<file path="src/rtl/tsi_pkg.sv">
package tsi_pkg;
    typedef enum logic [0:0] {
        ST_HUNT = 1'b0,
        ST_RUN  = 1'b1
    } sync_state_t;

    localparam logic PORT_LOCAL = 1'b0;
    localparam logic PORT_BACK  = 1'b1;

    function automatic logic [1:0] bank_next(input logic [1:0] b);
        return (b == 2'd2) ? 2'd0 : b + 2'd1;
    endfunction
endpackage

</file>
<file path="src/rtl/tsi_frame_fsm.sv">
module tsi_frame_fsm
    import tsi_pkg::*;
#(
    parameter int NCHAN = 4,
    localparam int CW = (NCHAN > 1) ? $clog2(NCHAN) : 1
) (
    input  logic          clk,
    input  logic          rst_n,
    input  logic          frame_start,
    output logic          slot_valid,
    output logic [CW-1:0] slot,
    output logic [1:0]    wbank,
    output logic [1:0]    rbank
);
    localparam logic [CW-1:0] LAST = CW'(NCHAN - 1);

    sync_state_t   state_q, state_d;
    logic [CW-1:0] cnt_q;
    logic [1:0]    bank_q;

    // next-state and slot decode
    always_comb begin
        state_d    = state_q;
        slot_valid = 1'b0;
        slot       = cnt_q;
        unique case (state_q)
            ST_HUNT: begin
                if (frame_start) begin
                    state_d    = ST_RUN;
                    slot_valid = 1'b1;
                    slot       = '0;
                end
            end
            ST_RUN: begin
                if (frame_start) begin
                    slot_valid = 1'b1;
                    slot       = '0;
                end else if (cnt_q == LAST) begin
                    state_d = ST_HUNT;
                end else begin
                    slot_valid = 1'b1;
                    slot       = cnt_q + CW'(1);
                end
            end
            default: state_d = ST_HUNT;
        endcase
    end

    assign wbank = frame_start ? bank_next(bank_q) : bank_q;
    assign rbank = bank_next(wbank);

    // state register
    always_ff @(posedge clk or negedge rst_n) begin
        if (!rst_n) begin
            state_q <= ST_HUNT;
            cnt_q   <= '0;
            bank_q  <= 2'd2;
        end else begin
            state_q <= state_d;
            if (slot_valid) cnt_q <= slot;
            if (frame_start) bank_q <= wbank;
        end
    end

    p_gap_to_hunt_r8: assert property (@(posedge clk) disable iff (!rst_n)
        (state_q == ST_RUN && cnt_q == LAST && !frame_start) |=> (state_q == ST_HUNT));

    p_bank_legal_r2: assert property (@(posedge clk) disable iff (!rst_n)
        bank_q != 2'd3);

    p_read_not_write_r2: assert property (@(posedge clk) disable iff (!rst_n)
        rbank != wbank);
endmodule

</file>
<file path="src/rtl/tsi_data_mem.sv">
module tsi_data_mem #(
    parameter int NSTREAM = 2,
    parameter int NCHAN   = 4,
    localparam int CW = (NCHAN > 1) ? $clog2(NCHAN) : 1,
    localparam int FW = NSTREAM * NCHAN * 8
) (
    input  logic                 clk,
    input  logic                 rst_n,
    input  logic                 we,
    input  logic [CW-1:0]        slot,
    input  logic [1:0]           wbank,
    input  logic [1:0]           rbank,
    input  logic [NSTREAM*8-1:0] din,
    output logic [FW-1:0]        rd_frame
);
    logic [FW-1:0] bank_q [3];

    for (genvar b = 0; b < 3; b++) begin : g_bank
        for (genvar s = 0; s < NSTREAM; s++) begin : g_str
            for (genvar c = 0; c < NCHAN; c++) begin : g_ch
                always_ff @(posedge clk or negedge rst_n) begin
                    if (!rst_n)
                        bank_q[b][(s*NCHAN+c)*8 +: 8] <= 8'h00;
                    else if (we && wbank == 2'(b) && slot == CW'(c))
                        bank_q[b][(s*NCHAN+c)*8 +: 8] <= din[s*8 +: 8];
                end
            end
        end
    end

    always_comb begin
        unique case (rbank)
            2'd0:    rd_frame = bank_q[0];
            2'd1:    rd_frame = bank_q[1];
            default: rd_frame = bank_q[2];
        endcase
    end
endmodule

</file>
<file path="src/rtl/tsi_out_port.sv">
module tsi_out_port #(
    parameter int NSTREAM = 2,
    parameter int NCHAN   = 4,
    localparam int CW = (NCHAN > 1) ? $clog2(NCHAN) : 1,
    localparam int SW = (NSTREAM > 1) ? $clog2(NSTREAM) : 1,
    localparam int PW = (SW + CW > 8) ? SW + CW : 8,
    localparam int EW = PW + 3,
    localparam int FW = NSTREAM * NCHAN * 8
) (
    input  logic                 clk,
    input  logic                 rst_n,
    input  logic                 swap,
    input  logic                 slot_valid,
    input  logic [CW-1:0]        slot,
    input  logic                 cfg_we,
    input  logic [SW-1:0]        cfg_stream,
    input  logic [CW-1:0]        cfg_chan,
    input  logic [EW-1:0]        cfg_data,
    input  logic [FW-1:0]        loc_frame,
    input  logic [FW-1:0]        bp_frame,
    output logic [NSTREAM*8-1:0] out_data,
    output logic [NSTREAM-1:0]   out_en
);
    localparam int B_MSG = EW - 1;
    localparam int B_EN  = EW - 2;
    localparam int B_SRC = EW - 3;

    logic [NSTREAM-1:0][NCHAN-1:0][EW-1:0] sh_q, act_q;
    logic [NSTREAM*8-1:0] data_d;
    logic [NSTREAM-1:0]   en_d;

    always_ff @(posedge clk or negedge rst_n) begin
        if (!rst_n) begin
            sh_q  <= '0;
            act_q <= '0;
        end else begin
            if (cfg_we && int'(cfg_stream) < NSTREAM && int'(cfg_chan) < NCHAN)
                sh_q[cfg_stream][cfg_chan] <= cfg_data;
            if (swap) act_q <= sh_q;
        end
    end

    for (genvar k = 0; k < NSTREAM; k++) begin : g_out
        logic [EW-1:0] ent;
        logic [SW-1:0] src_s;
        logic [CW-1:0] src_c;
        logic [7:0]    sw_byte;

        assign ent   = swap ? sh_q[k][slot] : act_q[k][slot];
        assign src_c = ent[CW-1:0];
        assign src_s = ent[CW +: SW];

        always_comb begin
            sw_byte = 8'h00;
            if (int'(src_s) < NSTREAM && int'(src_c) < NCHAN) begin
                if (ent[B_SRC] == tsi_pkg::PORT_BACK)
                    sw_byte = bp_frame[(int'(src_s)*NCHAN + int'(src_c))*8 +: 8];
                else
                    sw_byte = loc_frame[(int'(src_s)*NCHAN + int'(src_c))*8 +: 8];
            end
            en_d[k]          = slot_valid && ent[B_EN];
            data_d[k*8 +: 8] = !en_d[k] ? 8'h00 : (ent[B_MSG] ? ent[7:0] : sw_byte);
        end

        p_off_zero_r4: assert property (@(posedge clk) disable iff (!rst_n)
            !out_en[k] |-> (out_data[k*8 +: 8] == 8'h00));
    end

    always_ff @(posedge clk or negedge rst_n) begin
        if (!rst_n) begin
            out_data <= '0;
            out_en   <= '0;
        end else begin
            out_data <= data_d;
            out_en   <= en_d;
        end
    end

    p_active_hold_r6: assert property (@(posedge clk) disable iff (!rst_n)
        !swap |=> $stable(act_q));

    p_idle_off_r8: assert property (@(posedge clk) disable iff (!rst_n)
        !slot_valid |=> (out_en == '0));
endmodule

</file>
<file path="src/rtl/tsi_switch.sv">
module tsi_switch #(
    parameter int NSTREAM = 2,
    parameter int NCHAN   = 4,
    localparam int CW = (NCHAN > 1) ? $clog2(NCHAN) : 1,
    localparam int SW = (NSTREAM > 1) ? $clog2(NSTREAM) : 1,
    localparam int PW = (SW + CW > 8) ? SW + CW : 8,
    localparam int EW = PW + 3
) (
    input  logic                 clk,
    input  logic                 rst_n,
    input  logic                 frame_start,
    input  logic [NSTREAM*8-1:0] loc_in,
    input  logic [NSTREAM*8-1:0] bp_in,
    input  logic                 cfg_we,
    input  logic                 cfg_port,
    input  logic [SW-1:0]        cfg_stream,
    input  logic [CW-1:0]        cfg_chan,
    input  logic [EW-1:0]        cfg_data,
    output logic [NSTREAM*8-1:0] loc_out,
    output logic [NSTREAM-1:0]   loc_out_en,
    output logic [NSTREAM*8-1:0] bp_out,
    output logic [NSTREAM-1:0]   bp_out_en
);
    localparam int FW = NSTREAM * NCHAN * 8;

    logic          slot_valid;
    logic [CW-1:0] slot;
    logic [1:0]    wbank, rbank;
    logic [FW-1:0] loc_frame, bp_frame;

    tsi_frame_fsm #(.NCHAN(NCHAN)) u_fsm (
        .clk(clk), .rst_n(rst_n), .frame_start(frame_start),
        .slot_valid(slot_valid), .slot(slot), .wbank(wbank), .rbank(rbank)
    );

    tsi_data_mem #(.NSTREAM(NSTREAM), .NCHAN(NCHAN)) u_loc_mem (
        .clk(clk), .rst_n(rst_n), .we(slot_valid), .slot(slot),
        .wbank(wbank), .rbank(rbank), .din(loc_in), .rd_frame(loc_frame)
    );

    tsi_data_mem #(.NSTREAM(NSTREAM), .NCHAN(NCHAN)) u_bp_mem (
        .clk(clk), .rst_n(rst_n), .we(slot_valid), .slot(slot),
        .wbank(wbank), .rbank(rbank), .din(bp_in), .rd_frame(bp_frame)
    );

    tsi_out_port #(.NSTREAM(NSTREAM), .NCHAN(NCHAN)) u_loc_out (
        .clk(clk), .rst_n(rst_n), .swap(frame_start), .slot_valid(slot_valid),
        .slot(slot), .cfg_we(cfg_we && cfg_port == tsi_pkg::PORT_LOCAL),
        .cfg_stream(cfg_stream), .cfg_chan(cfg_chan), .cfg_data(cfg_data),
        .loc_frame(loc_frame), .bp_frame(bp_frame),
        .out_data(loc_out), .out_en(loc_out_en)
    );

    tsi_out_port #(.NSTREAM(NSTREAM), .NCHAN(NCHAN)) u_bp_out (
        .clk(clk), .rst_n(rst_n), .swap(frame_start), .slot_valid(slot_valid),
        .slot(slot), .cfg_we(cfg_we && cfg_port == tsi_pkg::PORT_BACK),
        .cfg_stream(cfg_stream), .cfg_chan(cfg_chan), .cfg_data(cfg_data),
        .loc_frame(loc_frame), .bp_frame(bp_frame),
        .out_data(bp_out), .out_en(bp_out_en)
    );
endmodule

</file>
<file path="config.mk">
export PLATFORM = sky130hd
export DESIGN_NAME = tsi_switch
export DESIGN_NICKNAME = d
export VERILOG_FILES = /design/src/rtl/tsi_pkg.sv /design/src/rtl/tsi_frame_fsm.sv /design/src/rtl/tsi_data_mem.sv /design/src/rtl/tsi_out_port.sv /design/src/rtl/tsi_switch.sv
export SDC_FILE = /design/constraint.sdc
export NUM_CORES = 1
export LEC_CHECK = 0
export BUFFER_PORTS_ARGS = -buffer_cell sky130_fd_sc_hd__buf_2
export CAP_MARGIN = 20
export CORE_MARGIN = 3
export CORE_UTILIZATION = 30
export DETAILED_ROUTE_END_ITERATION = 10
export GPL_ROUTABILITY_DRIVEN = 0
export PLACE_DENSITY = 0.45
export SKIP_LAST_GASP = 1
export SLEW_MARGIN = 20
export SYNTH_ARGS = -nofsm -noshare
export SYNTH_HDL_FRONTEND = slang
export SYNTH_SLANG_ARGS = --single-unit
</file>
<file path="constraint.sdc">
create_clock -name clk -period 2.9 [get_ports clk]
set_clock_uncertainty 0.05 [all_clocks]
set_input_delay 0.725 -clock clk [delete_from_list [all_inputs] [get_ports clk]]
set_output_delay 0.725 -clock clk [all_outputs]
set_load 0.1 [all_outputs]
</file>
==> flow_summary_export.csv <==
group,metric,value,unit
run_status,status,"finished, violations left",
run_status,violations,"setup timing",
detailed_routing,drtPass1Iterations,6,
clocking,cts_root_buf,"clkbuf_16",
clocking,cts_buffers,91,
pwr,finalPower,57500,uW
synthesis,async_flop_share,100,%
place,io_buffer_count,86,
final_layout,area_growth_syn_to_layout,26.0,%
clocking,cts_max_level,3,
detailed_routing,drc,0,
worst_setup_path,cpMaxStageDelayCell,"mux4_2",
flow_run,cap_violations,0,
floorplan,die_y,379,um
synthesis,ys_seq_area_share,46.4,%
sta,fmax,335,MHz
pwr,ir_drop,561,uV
clocking,clkSlewWorstSetupHoldPaths,0.06,ns
final_layout,fin_area,52600,um2
worst_setup_path,worstSetupEndpointType,"flop",
final_layout,final_nets,3703,
worst_setup_path,crit_arrival,3.50,ns
detailed_routing,totalWireLength,146000,um
sta,min_period_over_period,103,%
detailed_routing,vias_per_cell,5.30,
clocking,clockBufferDepth,3,
worst_setup_path,cpMostUsedCell,"buf_12",
synthesis,yosysUniqueCellTypes,80,
grt,grt.overflow.total,0,
grt,grt_max_degree,107,
worst_setup_path,critPathMaxStageDelay,0.53,ns
place,place_area,48000,um2
worst_setup_path,r2r_slack,-0.09,ns
sta,hold_viol_final,0,
worst_setup_path,crit_fanout,5,
grt,grt_usage,20.3,%
worst_hold_path,hold_path.class,"in -> reg",
synthesis,synth-main-ff-cell,"dfrtp_1",
pwr,power_density,1090,nW/um2
floorplan,die_w,379,um
synthesis,ys_ff_latch,773,
sta,tightestPinTransition,0.891,ns
sta,final.setup.worst_slack,-0.0861,ns
floorplan,dieArea,144000,um2
floorplan,initial_core_util,30.3,%
synthesis,synth.avg_cell_area,13.0,um2
floorplan,fp.coreArea,138000,um2
clocking,cts.sinks,773,
synthesis,syn_nets,3259,
place,dp_hpwl,102000,um
worst_setup_path,path_cells,"buf_12 > buf_12 > mux2_1 > mux4_2 > or4_1 > o211ai_1 > a21oi_1 > a2111o_1 > nor4b_1",
grt,antenna_found_initial,10,
floorplan,rows,136,
final_layout,layout_commonest_cell,"mux2_2",
synthesis,synth_enable_flop_cells,0,
grt,grt_pass1_vias,30042,
sta,maxSlewViolCount,0,
final_layout,drive_gt1_share,54.3,%
synthesis,synthCells,3208,
sta,layout_min_cycle_time,2.99,ns
grt,grt_pass1_wl,214000,um
sta,holdWs,0.236,ns
worst_setup_path,start_kind,"flop",
detailed_routing,drtIter0Drc,2084,
detailed_routing,num_vias,29317,
detailed_routing,antenna_left,0,
clocking,clk_latency,0.73,ns
worst_setup_path,cp.required,3.41,ns
sta,finalSetupViolations,9,
final_layout,mostFrequentLayoutCells,"mux2_2, dfrtp_1, buf_4",
floorplan,ioPinCount,87,
synthesis,syn_area,41700,um2
pwr,p_leak,0.0225,uW
clocking,cts_tree,"built",
worst_setup_path,crit_type,"reg -> reg",
detailed_routing,wl_per_cell,26.4,um
synthesis,synth_warnings,0,
sta,rsz0062_at_grt,"true",
sta,slew_headroom,40.6,%
-- metrics by stage --
stage                     worst slack, ns  instances  setup TNS, ns  utilization [%]
after detailed placement           -0.643       5295         -66.73             34.8
after global routing               -0.145       5521          -2.77             38.1
after global placement             -0.912       5295         -65.22             34.8
after floorplan                   -0.0158       3208        -0.0158                -
final                             -0.0861       5527         -0.328             38.2
after CTS                         -0.0939       5480         -0.374             37.5
-- layout make-up --
cell class                 count  area, um2
multi-input combinational   2130      21600
clock inverter                36        487
clock buffer                 132       2700
fill                       13302      85200
antenna                        6       15.0
sequential                   773      19400
timing repair buffer         630       6090
tap                         1794       2240
inverter                      26        110
-- critical path, delay by kind of cell, from the launching register on --
family | cells | cell delay [ns]
mux | 2 | 0.83
simple gates | 2 | 0.56
compound gates | 3 | 0.56
flops | 1 | 0.51
buf+inv | 2 | 0.31
-- layer usage --
layer | part of all wire [%] | wire length, um | GRT usage (%) | vias to the layer above
li1 | - | - | - | 12871
met1 | 48 | 69600 | 29.1 | 15536
met2 | 46 | 66700 | 32.0 | 695
met3 | 4.1 | 5990 | 2.69 | 207
met4 | 2.6 | 3820 | 5.33 | 8
met5 | 0.030 | 44 | 0 | -
-- synthesized netlist by cell type, types with 15 or more instances --
master	count	area share, %
nor4_1	19	0.28
mux2i_1	241	5.8
o22ai_1	31	0.46
a21oi_1	28	0.34
mux2_2	969	26
nor3_1	80	0.96
a211oi_1	25	0.45
o22a_1	15	0.31
clkbuf_1	100	0.90
mux2_1	19	0.51
buf_1	23	0.21
dfrtp_1	772	46
buf_2	107	1.3
buf_4	29	0.52
nor2_1	217	2.0
mux4_2	128	6.9
buf_6	20	0.54
inv_1	24	0.22
o211ai_1	42	0.76
nand2_1	78	0.70
o21ai_0	53	0.64
-- kinds of logic (layout without fill, tap and decap cells) --
kind of cell,after synthesis,after routing,share of synthesized area (%)
xor gates and xnor gates,2,2,0.0420
AOI/OAI and AO/OA,306,306,5.47
buffers and inverters,306,824,3.72
other,0,6,0
and+or+nand+nor,463,464,5.02
DFF,773,773,46.4
muxes,1358,1358,39.4
-- flip-flops by register name, indices dropped and copies added, names as in the netlist --
register            flops
u_bp_mem.bank_q       192
u_bp_out.act_q         86
u_bp_out.out_data      16
u_bp_out.out_en         2
u_bp_out.sh_q          88
u_fsm.bank_q            2
u_fsm.cnt_q             2
u_fsm.state_q           1
u_loc_mem.bank_q      192
u_loc_out.act_q        86
u_loc_out.out_data     16
u_loc_out.out_en        2
u_loc_out.sh_q         88
-- what timing repair did --
| item | in CTS | in global routing |
|---|---|---|
| endpoints found under the hold margin | 13 | 0 |
| pin swaps | 15 | 43 |
| endpoints found under the setup margin | 30 | 31 |
| hold buffers | 1 | 0 |
| buffers inserted | 14 | 37 |
| gates resized for setup | 60 | 117 |
| gates cloned | 3 | 4 |
-- power breakdown --
| part | total [uW] | internal (uW) | switching, uW |
|---|---|---|---|
| registers | 17800 | 14900 | 2870 |
| clock network | 12300 | 7370 | 4900 |
| logic | 27400 | 13800 | 13600 |
| total | 57500 | 36100 | 21400 |
-- final timing paths --
path | from | endpoint | cells past startpoint
worst min register to register | u_loc_out.sh_q[30]$_DFFE_PN0P_ | u_loc_out.act_q[30]$_DFFE_PN0P_ | 2
worst max register to register | u_fsm.bank_q[0]$_DFFE_PN0P_ | u_bp_out.out_data[13]$_DFF_PN0_ | 9
worst max-delay path | u_fsm.bank_q[0]$_DFFE_PN0P_ | u_bp_out.out_data[13]$_DFF_PN0_ | 9
worst min-delay path | frame_start | u_bp_out.act_q[67]$_DFFE_PN0P_ | 2
max in group asynchronous | rst_n | u_fsm.cnt_q[1]$_DFFE_PN0N_ | 4
min in group asynchronous | rst_n | u_bp_out.act_q[11]$_DFFE_PN0P_ | 2
Note: power is estimated with default switching activity, not from simulation.
